## src/rtl/ata_pkg.sv

```systemverilog
package ata_pkg;
  localparam int ROWS  = 4;
  localparam int COLS  = 3;
  localparam int ELEMS = ROWS * COLS;
  localparam int OUTS  = COLS * COLS;
  localparam int SUMS  = COLS * (COLS + 1) / 2;
  localparam int LANES = 3;

  // sum slots: 0=b11 1=b12 2=b13 3=b22 4=b23 5=b33
  // column during which a slot accumulates (its larger column index)
  function automatic int slot_col(input int s);
    case (s)
      0:       return 0;
      1:       return 1;
      2:       return 2;
      3:       return 1;
      4:       return 2;
      default: return 2;
    endcase
  endfunction

  // product lane: 0 = x*x, 1 = x*stored col1 element, 2 = x*stored col2 element
  function automatic int slot_lane(input int s);
    case (s)
      0:       return 0;
      1:       return 1;
      2:       return 1;
      3:       return 0;
      4:       return 2;
      default: return 0;
    endcase
  endfunction

  // row-order output position -> symmetric sum slot
  function automatic int slot_of_pos(input int p);
    case (p)
      0:       return 0;
      1:       return 1;
      2:       return 2;
      3:       return 1;
      4:       return 3;
      5:       return 4;
      6:       return 2;
      7:       return 4;
      default: return 5;
    endcase
  endfunction
endpackage

```

## src/rtl/ata_intake.sv

```systemverilog
module ata_intake
  import ata_pkg::*;
#(
  parameter int II = 15
) (
  input  logic       clk,
  input  logic       rst_a,
  input  logic       load_go,
  output logic       elem_vld,
  output logic [3:0] elem_idx,
  output logic       sums_done
);
  localparam int GAP_W = $clog2(II + 1);
  localparam logic [3:0] LAST_IDX = 4'(ELEMS - 1);

  logic             load_q;
  logic             arm_q;
  logic             cap_q;
  logic [3:0]       idx_q;
  logic [GAP_W-1:0] gap_q;
  logic             done_q;

  // named events
  logic arm_rise;
  logic arm_room;
  logic arm_take;

  assign arm_rise = load_go & ~load_q;
  assign arm_room = (gap_q >= GAP_W'(II - 1));
  assign arm_take = arm_rise & arm_room & ~arm_q;

  assign elem_vld  = arm_q | cap_q;
  assign elem_idx  = arm_q ? 4'd0 : idx_q;
  assign sums_done = done_q;

  always_ff @(posedge clk or posedge rst_a) begin
    if (rst_a) begin
      load_q <= 1'b0;
      arm_q  <= 1'b0;
      cap_q  <= 1'b0;
      idx_q  <= 4'd0;
      gap_q  <= GAP_W'(II);
      done_q <= 1'b0;
    end else begin
      load_q <= load_go;
      arm_q  <= arm_take;
      done_q <= elem_vld && (elem_idx == LAST_IDX);
      if (arm_q) begin
        gap_q <= GAP_W'(1);
      end else if (gap_q != GAP_W'(II)) begin
        gap_q <= gap_q + GAP_W'(1);
      end
      if (arm_q) begin
        cap_q <= 1'b1;
        idx_q <= 4'd1;
      end else if (cap_q) begin
        idx_q <= idx_q + 4'd1;
        if (idx_q == LAST_IDX) cap_q <= 1'b0;
      end
    end
  end

  AST_ARM_OUTSIDE_STREAM: assert property (@(posedge clk) disable iff (rst_a)
    arm_q |-> !cap_q);
  AST_IDX_BOUND: assert property (@(posedge clk) disable iff (rst_a)
    cap_q |-> (idx_q != 4'd0 && idx_q <= LAST_IDX));
  AST_DONE_FOLLOWS_STREAM: assert property (@(posedge clk) disable iff (rst_a)
    done_q |-> $past(elem_vld));
endmodule

```

## src/rtl/ata_mac.sv

```systemverilog
module ata_mac
  import ata_pkg::*;
#(
  parameter int ELEM_W = 8,
  parameter int ACC_W  = 20
) (
  input  logic                           clk,
  input  logic                           rst_a,
  input  logic                           elem_vld,
  input  logic [3:0]                     elem_idx,
  input  logic [ELEM_W-1:0]              elem_data,
  output logic [SUMS-1:0][ACC_W-1:0]     sums
);
  logic [1:0] row;
  logic [1:0] col;
  assign row = elem_idx[1:0];
  assign col = elem_idx[3:2];

  function automatic logic signed [ACC_W-1:0] wide_mul(
    input logic signed [ELEM_W-1:0] a,
    input logic signed [ELEM_W-1:0] b
  );
    logic signed [ACC_W-1:0] aw;
    logic signed [ACC_W-1:0] bw;
    aw = {{(ACC_W - ELEM_W){a[ELEM_W-1]}}, a};
    bw = {{(ACC_W - ELEM_W){b[ELEM_W-1]}}, b};
    return aw * bw;
  endfunction

  logic signed [ELEM_W-1:0] keep_q [2][ROWS];
  logic signed [ELEM_W-1:0] x;
  logic signed [ACC_W-1:0]  lane_p [LANES];

  always_comb begin
    x         = $signed(elem_data);
    lane_p[0] = wide_mul(x, x);
    lane_p[1] = wide_mul(x, keep_q[0][row]);
    lane_p[2] = wide_mul(x, keep_q[1][row]);
  end

  always_ff @(posedge clk or posedge rst_a) begin
    if (rst_a) begin
      for (int c = 0; c < 2; c++)
        for (int r = 0; r < ROWS; r++)
          keep_q[c][r] <= '0;
    end else if (elem_vld && col != 2'd2) begin
      keep_q[col[0]][row] <= x;
    end
  end

  for (genvar s = 0; s < SUMS; s++) begin : g_slot
    localparam logic [1:0] SC = 2'(slot_col(s));
    localparam int         SL = slot_lane(s);
    logic signed [ACC_W-1:0] acc_q;
    always_ff @(posedge clk or posedge rst_a) begin
      if (rst_a) begin
        acc_q <= '0;
      end else if (elem_vld && col == SC) begin
        acc_q <= ((row == 2'd0) ? '0 : acc_q) + lane_p[SL];
      end
    end
    assign sums[s] = acc_q;
  end

  AST_COL_LEGAL: assert property (@(posedge clk) disable iff (rst_a)
    elem_vld |-> (col != 2'd3));
endmodule

```

## src/rtl/ata_outseq.sv

```systemverilog
module ata_outseq
  import ata_pkg::*;
#(
  parameter int ACC_W   = 20,
  parameter int OUT_W   = 16,
  parameter int LATENCY = 23
) (
  input  logic                       clk,
  input  logic                       rst_a,
  input  logic                       sums_done,
  input  logic [SUMS-1:0][ACC_W-1:0] sums,
  output logic [OUT_W-1:0]           out_data,
  output logic                       out_valid
);
  localparam int WAIT  = LATENCY - ELEMS - 1;
  localparam int DLY_W = $clog2(WAIT + 1);
  localparam logic [3:0] LAST_POS = 4'(OUTS - 1);

  logic             wsel_q;
  logic             pend_q;
  logic             rsel_q;
  logic             act_q;
  logic [3:0]       pos_q;
  logic [DLY_W-1:0] dly_q;

  // named events
  logic       launch;
  logic [2:0] cur_slot;
  logic [ACC_W-1:0] rd_word [2];

  assign launch   = (dly_q == DLY_W'(1));
  assign cur_slot = 3'(slot_of_pos(int'(pos_q)));

  for (genvar b = 0; b < 2; b++) begin : g_bank
    logic [ACC_W-1:0] held_q [SUMS];
    always_ff @(posedge clk or posedge rst_a) begin
      if (rst_a) begin
        for (int i = 0; i < SUMS; i++) held_q[i] <= '0;
      end else if (sums_done && wsel_q == 1'(b)) begin
        for (int i = 0; i < SUMS; i++) held_q[i] <= sums[i];
      end
    end
    assign rd_word[b] = held_q[cur_slot];
  end

  always_ff @(posedge clk or posedge rst_a) begin
    if (rst_a) begin
      wsel_q <= 1'b0;
      pend_q <= 1'b0;
      rsel_q <= 1'b0;
      act_q  <= 1'b0;
      pos_q  <= 4'd0;
      dly_q  <= '0;
    end else begin
      if (sums_done) begin
        wsel_q <= ~wsel_q;
        pend_q <= wsel_q;
        dly_q  <= DLY_W'(WAIT);
      end else if (dly_q != '0) begin
        dly_q <= dly_q - DLY_W'(1);
      end
      if (launch) begin
        act_q  <= 1'b1;
        pos_q  <= 4'd0;
        rsel_q <= pend_q;
      end else if (act_q) begin
        pos_q <= pos_q + 4'd1;
        if (pos_q == LAST_POS) act_q <= 1'b0;
      end
    end
  end

  assign out_valid = act_q;
  assign out_data  = act_q ? rd_word[rsel_q][OUT_W-1:0] : '0;

  AST_BANK_FREE: assert property (@(posedge clk) disable iff (rst_a)
    sums_done |-> !(act_q && rsel_q == wsel_q));
  AST_ONE_PENDING: assert property (@(posedge clk) disable iff (rst_a)
    sums_done |-> (dly_q == '0));
  AST_RUN_HOLDS: assert property (@(posedge clk) disable iff (rst_a)
    (act_q && pos_q != LAST_POS) |=> act_q);
  AST_RUN_STOPS: assert property (@(posedge clk) disable iff (rst_a)
    (act_q && pos_q == LAST_POS) |=> !act_q);
endmodule

```

## src/rtl/ata_engine.sv

```systemverilog
module ata_engine
  import ata_pkg::*;
#(
  parameter int ELEM_W  = 8,
  parameter int OUT_W   = 16,
  parameter int ACC_W   = 20,
  parameter int II      = 15,
  parameter int LATENCY = 23
) (
  input  logic              clk,
  input  logic              rst_a,
  input  logic              load_go,
  input  logic [ELEM_W-1:0] in_data,
  output logic [OUT_W-1:0]  out_data,
  output logic              out_valid
);
  logic                       elem_vld;
  logic [3:0]                 elem_idx;
  logic                       sums_done;
  logic [SUMS-1:0][ACC_W-1:0] sums;

  ata_intake #(.II(II)) u_intake (
    .clk       (clk),
    .rst_a     (rst_a),
    .load_go   (load_go),
    .elem_vld  (elem_vld),
    .elem_idx  (elem_idx),
    .sums_done (sums_done)
  );

  ata_mac #(.ELEM_W(ELEM_W), .ACC_W(ACC_W)) u_mac (
    .clk       (clk),
    .rst_a     (rst_a),
    .elem_vld  (elem_vld),
    .elem_idx  (elem_idx),
    .elem_data (in_data),
    .sums      (sums)
  );

  ata_outseq #(.ACC_W(ACC_W), .OUT_W(OUT_W), .LATENCY(LATENCY)) u_outseq (
    .clk       (clk),
    .rst_a     (rst_a),
    .sums_done (sums_done),
    .sums      (sums),
    .out_data  (out_data),
    .out_valid (out_valid)
  );

  AST_IDLE_ZERO: assert property (@(posedge clk) disable iff (rst_a)
    !out_valid |-> (out_data == '0));
  AST_NO_OUTPUT_DURING_LOAD_START: assert property (@(posedge clk) disable iff (rst_a)
    sums_done |-> $past(elem_vld));
endmodule

```

## config.mk

```make
export PLATFORM = sky130hd
export DESIGN_NAME = ata_engine
export DESIGN_NICKNAME = d
export VERILOG_FILES = /design/src/rtl/ata_pkg.sv /design/src/rtl/ata_intake.sv /design/src/rtl/ata_mac.sv /design/src/rtl/ata_outseq.sv /design/src/rtl/ata_engine.sv
export SDC_FILE = /design/constraint.sdc
export NUM_CORES = 1
export LEC_CHECK = 0
export BUFFER_PORTS_ARGS = -buffer_cell sky130_fd_sc_hd__buf_2
export CORE_UTILIZATION = 59
export DETAILED_ROUTE_END_ITERATION = 6
export GPL_TIMING_DRIVEN = 0
export HOLD_SLACK_MARGIN = 0.06
export PLACE_DENSITY = 0.78
export SLEW_MARGIN = 20
export SYNTH_ARGS = -nofsm -noshare
export SYNTH_HDL_FRONTEND = slang
export SYNTH_SLANG_ARGS = --single-unit
```

## constraint.sdc

```tcl
create_clock -name clk -period 11.6 [get_ports clk]
set_clock_uncertainty 0.15 [all_clocks]
set_input_delay 0.58 -clock clk [delete_from_list [all_inputs] [get_ports clk]]
set_output_delay 0.58 -clock clk [all_outputs]
set_load 0.02 [all_outputs]
```

==> results of run 1 <==
-- cell usage in the layout (no fill, tap or decap), drive strengths merged, types with 10 or more instances in the layout --
cell and instances:
o22a 13, ha 180, or3 10, buf 57, mux4 33, nand2 225
and2 190, o31ai 10, o21a 13, inv 248, o211a 16, clkbuf 151
fa 160, xor2 44, and3 12, nand3 17, dfrtp 372, nor2 86
nor2b 14, clkinv 10, a21oi 90, a211oi 11, or2 11, xnor2 96
nor3 18, a21o 44, mux2 257, o21ai 112, o21bai 16, mux2i 87
nand2b 23
-- metal layers --
metal	track usage	up-vias	wire length, um
li1	-	8878	-
met1	0.405	10020	29300
met2	0.512	686	33400
met3	0.0370	189	4580
met4	0.118	0	2790
met5	0	-	0
-- worst max path at each step --
stage	startpoint	to
4_1_cts	u_intake.arm_q	u_mac.g_slot[2].acc_q[15]
3_5_place_dp	u_intake.arm_q	u_mac.g_slot[2].acc_q[15]
5_1_grt	u_intake.arm_q	u_mac.g_slot[2].acc_q[15]
6_report	u_intake.arm_q	u_mac.g_slot[2].acc_q[15]
2_1_floorplan	rst_a	u_intake.arm_q
3_3_place_gp	rst_a	u_mac.keep_q[22]
-- cell type report --
| type | instances | area, um^2 |
|---|---|---|
| sequential | 376 | 9410 |
| clock inverter | 17 | 216 |
| multi-input combinational | 1848 | 16700 |
| inverter | 247 | 935 |
| fill | 3463 | 15700 |
| timing repair buffer | 33 | 245 |
| tap | 600 | 751 |
| clock buffer | 59 | 1190 |
| buffer | 118 | 458 |
-- worst max-delay path, delay by kind of cell, from the launching register on --
family	cells	cell delay [ns]
AO/OA/AOI/OAI	7	1.95
XOR/XNOR	1	0.33
adder cells (fa/ha/maj)	6	2.72
buffers and inverters	6	1.74
flip-flops	1	0.38
multiplexers	1	0.26
AND/OR/NAND/NOR	5	1.08
-- registers in the layout, summed over array words and instances (netlist names) --
register / flops
u_outseq.pos_q: 4
u_intake.gap_q: 4
u_intake.idx_q: 4
u_outseq.g_bank.held_q: 192
u_outseq.rsel_q: 1
u_intake.sums_done: 1
u_outseq.dly_q: 4
u_mac.g_slot.acc_q: 96
u_intake.cap_q: 1
u_outseq.pend_q: 1
u_intake.load_q: 1
u_outseq.out_valid: 1
u_mac.keep_q: 64
u_outseq.wsel_q: 1
u_intake.arm_q: 1
-- per-stage QoR --
stage	instance area (um^2)	hold slack (ns)	setup WS (ns)	instances
4_1_cts	30000	0.200	2.90	3298
3_5_place_dp	28500	0.324	2.95	3220
3_3_place_gp	28400	0.312	-3.16	3215
2_1_floorplan	27500	0.299	0.433	2589
6_report	30000	0.214	2.82	3298
5_1_grt	30000	0.220	2.58	3298
-- cells by family (layout without fill, tap and decap cells) --
kind of cell / after synthesis / count (layout) / synth area share
adders and majority gates: 340 / 340 / 0.198
AOI/OAI and AO/OA: 363 / 363 / 0.0856
xor gates and xnor gates: 140 / 140 / 0.0451
and+or+nand+nor: 628 / 628 / 0.115
DFF: 376 / 376 / 0.342
buffers and inverters: 365 / 474 / 0.0503
muxes: 377 / 377 / 0.164
-- repair_timing --
action / 4_1_cts / 5_1_grt
resized for setup: 0 / 0
setup endpoints to repair: 0 / 0
hold endpoints to repair: 91 / 0
hold buffers: 2 / 0
==> flow_metrics.tcl, run 1 <==
set metrics [dict create \
    syn-num-nets 2940 \
    cts_tree "done" \
    synth_seq_cells 376 \
    die_width_um 218 \
    dp_hpwl_mm 52.9 \
    fin_util 0.656 \
    die_height_um 218 \
    timing.final.max_slew_violations 0 \
    worst-setup-path-type "flop to flop" \
    syn2layout_area_growth_pct 8.83 \
    yosys.cell_count.top_type "dfrtp_1" \
    status "finished, final reports clean" \
    yosys-top-cells-count "372 x dfrtp_1, 257 x mux2_2, 247 x inv_1, 225 x nand2_1, 190 x and2_1" \
    grt_first_pass_wirelength_mm 112 \
    drc_errors 0 \
    finalCritPeriodShare 0.757 \
    final_tns_setup_ns 0 \
    avg_vias_per_cell 6.00 \
    finalSetupViolCount 0 \
    final_weighted_congestion_in_routability_driven_placement 0.924 \
    finish.net_count 3016 \
    synthesis.instances 2589 \
    grt_setup_unrepaired "no" \
    antenna_found_initial 0 \
    first_global_vias 20788 \
    synth_top_area_cell "dfrtp_1" \
    critical_path.reg2reg.startpoint "u_intake.arm_q" \
    ys.warnings.count 0 \
    syn-cell-area_um2 27500 \
    worst_hold_path.endpoint "u_mac.keep_q[3]" \
    crit_required_ns 11.87 \
    track_usage 0.305 \
    numPortBuffers 26 \
    globalRoute.totalOverflow 0 \
    max-slew-margin-rel 0.233 \
    num_vias 19773 \
    synth-seq-area-share 0.342 \
    critical_path.slowest_cell "clkbuf_1" \
    worstRegToRegCells 26 \
    synth.distinct_cells 71 \
    critical-path-top-cell-by-count "fa_1" \
    wl_mm 70.0 \
    max_clock_freq_mhz 114 \
    clock_tree.buffer_depth 3 \
    min_path_type "input pin to flop" \
    final_count_of_hold_timing_violations 0 \
    detailedRoute.firstIterationViolations 1351 \
    max-cap-violations 0 \
    worst_pin_slew_ns 1.14 \
    top_level_ports 28 \
    worst_hold_path.num_cells 2 \
    max_stage_delay_ns 0.72 \
    cts.clk_slew.worst_paths_ns 0.07 \
    n_antenna_cell 0 \
    drive_above_1_share 0.161 \
    worstPathMaxFanout 10 \
    setup.reg_to_reg.worst_slack_ns 2.82 \
    synth_edf_count 0 \
    final.min_clock_period_ns 8.78 \
    endpoint_kind "flop" \
    wl_per_cell_um 21.2 \
    core_region_area_um2 45700 \
    critPathLaunchType "flop" \
    grt_start_max_net_pins 106 \
    synth-async-reset-ratio 1.00 \
    die_outline_area_um2 47500 \
    worstHoldStart "in_data[3]" \
    drt_first_pass_iters 6 \
    drt.antenna.violating_nets 0 \
    clock_tree.htree_level_count 2 \
    start_util 0.603 \
    cp.arrival_ns 9.05 \
    numClockSinks 376 \
    ys.flop_type "dfrtp_1" \
    clockRootBuffer "clkbuf_16" \
    cts_buffers 41 \
    avgSynthCellArea_um2 10.6 \
    clock_insertion_delay_worst_skew_ns 0.57 \
    rr_endpoint "u_mac.g_slot[2].acc_q[15]" \
    synth_top_area_frac 0.338 \
    cts_setup_buffers 0 \
    post_synth_main_area_contributors "dfrtp_1 34%, fa_1 12%, mux2_2 11%, ha_1 8.2%, and2_1 4.3%" \
    floorplan.rows 78 \
]
Power of run 1 is left out: the tool's default activity adds up to more than one toggle a clock period on the data nets, which glitch-free logic cannot reach.
==> inputs of run 2 (changes only) <==
--- a/config.mk
+++ b/config.mk
@@ -5,6 +5,7 @@
 export SDC_FILE = /design/constraint.sdc
 export NUM_CORES = 1
 export LEC_CHECK = 0
+export ABC_AREA = 1
 export BUFFER_PORTS_ARGS = -buffer_cell sky130_fd_sc_hd__buf_2
 export CORE_UTILIZATION = 59
 export DETAILED_ROUTE_END_ITERATION = 6
==> constraint.sdc (replaced) <==
create_clock -name clk -period 7.15 [get_ports clk]
set_clock_uncertainty 0.15 [all_clocks]
set_input_delay 0.3575 -clock clk [delete_from_list [all_inputs] [get_ports clk]]
set_output_delay 0.3575 -clock clk [all_outputs]
set_load 0.02 [all_outputs]
==> run 2 against run 1 <==
Compared with the run above: the run now ends with DRC left; flip-flop and latch count stayed put; die area is 2.2% higher; non-clock buffer count is 39 higher; area after synthesis is 2.2% higher; synthesized cell count is 43% higher; clock-buffer cell count is 4 higher; highest routed layer unchanged; utilization is 0.66 points higher; critical endpoint is now u_mac.g_slot[2].acc_q[13]; routed wire length is 21% higher; critical path type unchanged; cell area is 3.4% higher; register-to-register slack worse by 2.5 ns; via count is 27% higher; critical path depth is 6 higher.
==> flow_metrics.tcl, run 2 <==
set metrics [dict create \
    status "finished with violations" \
    violations "DRC" \
    max_stage_delay_ns 0.52 \
    finish.net_count 4149 \
    global_route_met1_utilization 0.465 \
    grt_start_max_net_pins 33 \
    die_width_um 220 \
    syn2layout_area_growth_pct 10.1 \
    global_route.peak_usage_layer "met2" \
    avgSynthCellArea_um2 7.59 \
    worstPathMaxFanout 10 \
    drc_errors 10 \
    synth_compound_gate_area_share 0.134 \
    adder_cell_fraction_of_synth_area 0.194 \
    combinational_family_with_the_most_area_after_synthesis "simple AND/OR/NAND/NOR gates" \
    biggestRegsByFlops "u_outseq.g_bank.held_q x192, u_mac.g_slot.acc_q x96, u_mac.keep_q x64" \
    cts.clk_slew.worst_paths_ns 0.07 \
    max_reg_flops 192 \
    drive_above_1_share 0.0584 \
    worstHoldStart "in_data[5]" \
    worst_hold_path.endpoint "u_mac.keep_q[29]" \
    wl_mm 84.7 \
    synth_edf_count 0 \
    post_synth_main_area_contributors "dfrtp_1 33%, nand2_1 12%, fa_1 11%, ha_1 8.0%, inv_1 7.2%" \
    worst_pin_slew_ns 1.08 \
    max-slew-margin-rel 0.277 \
    max-cap-violations 0 \
    cp.arrival_ns 7.16 \
    clockRootBuffer "clkbuf_16" \
    rr_endpoint "u_mac.g_slot[2].acc_q[13]" \
    ys.warnings.count 0 \
    start_util 0.602 \
    critical_path.reg2reg.startpoint "u_intake.arm_q" \
    worst-setup-path-type "flop to flop" \
    core_region_area_um2 46800 \
    min_path_type "input pin to flop" \
    top_level_ports 28 \
    timing.final.max_slew_violations 0 \
    dp_hpwl_mm 65.6 \
    clock_tree.htree_level_count 2 \
    placed_instances 4352 \
    registers.top_by_ff_count "u_outseq.g_bank.held_q" \
    synthesis.instances 3706 \
    cts_tree "done" \
    yosys-top-cells-count "921 x nand2_1, 540 x inv_1, 397 x o21ai_0, 372 x dfrtp_1, 328 x nor2_1" \
    critical_path.slowest_cell "fa_1" \
    avg_vias_per_cell 5.67 \
    floorplan.rows 79 \
    final.min_clock_period_ns 6.87 \
    cts_buffers 44 \
    track_usage 0.358 \
    syn-cell-area_um2 28100 \
    worstRegToRegCells 32 \
    finalCritPeriodShare 0.960 \
    wl_per_cell_um 19.1 \
    final_cell_mix "921 x nand2_1, 533 x inv_1, 394 x o21ai_0, 371 x dfrtp_1, 325 x nor2_1" \
    synth_seq_cells 376 \
    worst_hold_path.num_cells 3 \
    num_vias 25174 \
    final_count_of_hold_timing_violations 0 \
    commonest_non_fill_non_tap_cell_in_the_layout "nand2_1" \
    finalSetupViolCount 0 \
    critPathLaunchType "flop" \
    final_tns_setup_ns 0 \
    die_outline_area_um2 48500 \
    yosys.cell_count.top_type "nand2_1" \
    die_height_um 220 \
    yosys.area_share.xor_xnor 0.0252 \
    synth_top_area_frac 0.331 \
    detailedRoute.firstIterationViolations 2437 \
    synth.area.mux_share 0 \
    numClockSinks 376 \
    max_clock_freq_mhz 146 \
    drt_first_pass_iters 7 \
    ys.flop_type "dfrtp_1" \
    setup.worst_path.start "u_intake.arm_q" \
    synth_top_area_cell "dfrtp_1" \
    first_global_vias 24484 \
    setup.reg_to_reg.worst_slack_ns 0.28 \
    clock_tree.buffer_depth 3 \
    fin_hold_ws_ns 0.181 \
    endpoint_kind "flop" \
    crit_required_ns 7.44 \
    syn-num-nets 4057 \
    globalRoute.totalOverflow 0 \
    drt.antenna.violating_nets 0 \
    synth-simple-area-share 0.216 \
    antenna_found_initial 0 \
    met3_routing_resource_usage_after_global_routing 0.0548 \
    synth-seq-area-share 0.335 \
    numPortBuffers 26 \
    finish.cell_count_without_fillers 4442 \
    fin_util 0.662 \
    use_met2 0.580 \
    grt_first_pass_wirelength_mm 132 \
    final_weighted_congestion_in_routability_driven_placement 1.01 \
    synth-async-reset-ratio 1.00 \
    clock_insertion_delay_worst_skew_ns 0.60 \
    synth.distinct_cells 48 \
]
run 2: how the worst max path moves through the flow:
| stage | slack [ns] | endpoint | cells after the start |
|---|---|---|---|
| floorplan | 0.94 | u_mac.g_slot[4].acc_q[13] | 35 |
| global placement | -0.59 | u_mac.g_slot[3].acc_q[13] | 2 |
| detailed placement | -0.10 | u_mac.g_slot[2].acc_q[15] | 35 |
| CTS | 0.03 | u_mac.g_slot[2].acc_q[13] | 32 |
| global route | -0.05 | u_mac.g_slot[1].acc_q[15] | 36 |
| finish | 0.28 | u_mac.g_slot[2].acc_q[13] | 32 |
run 2: layer usage:
metal	part of all wire	vias to the layer above	routed length, um
met3	0.073	236	6170
met4	0.055	0	4700
met2	0.46	1029	38900
met1	0.41	12027	34900
li1	-	11882	-
met5	0	-	0
run 2: worst max-delay path: cells and delay by family, from the launching register on:
kind	cells	cell delay [ns]
adder cells (fa/ha/maj)	6	2.71
XOR/XNOR	1	0.14
buffers and inverters	8	0.75
AND/OR/NAND/NOR	10	1.40
AO/OA/AOI/OAI	7	1.11
flip-flops	1	0.46
run 2: metrics by stage:
step / cell area, um^2 / worst slack (ns)
after floorplan: 28100 / 0.940
after global placement: 29000 / -0.595
after detailed placement: 29300 / -0.101
after CTS: 30900 / 0.0317
after global routing: 31000 / -0.0534
final: 31000 / 0.283
run 2: cells by family (layout without fill, tap and decap cells):
| group | after synthesis | count (layout) |
|---|---|---|
| AO/OA/AOI/OAI | 704 | 704 |
| flip-flops | 376 | 376 |
| buffers and inverters | 702 | 829 |
| other | 0 | 2 |
| adder cells (fa/ha/maj) | 340 | 340 |
| XOR/XNOR | 81 | 81 |
| AND/OR/NAND/NOR | 1503 | 1503 |
run 2: area by class of cell:
cell class	instances	area (um^2)
well taps	607	759
plain buffers	144	617
inverters	558	2100
diodes	2	5.00
flip-flops and latches	376	9420
multi-input cells	2628	16100
clock inverters	18	246
fillers	4100	15800
repair buffers	46	468
clock buffers	63	1270
run 2: timing repair:
item	in CTS	in global routing
pin swaps	0	3
buffers inserted	0	3
gates resized for setup	2	30
hold buffers	4	0
endpoints found under the setup margin	5	17
hold endpoints to repair	43	0
Power of run 2 is left out for the same reason.
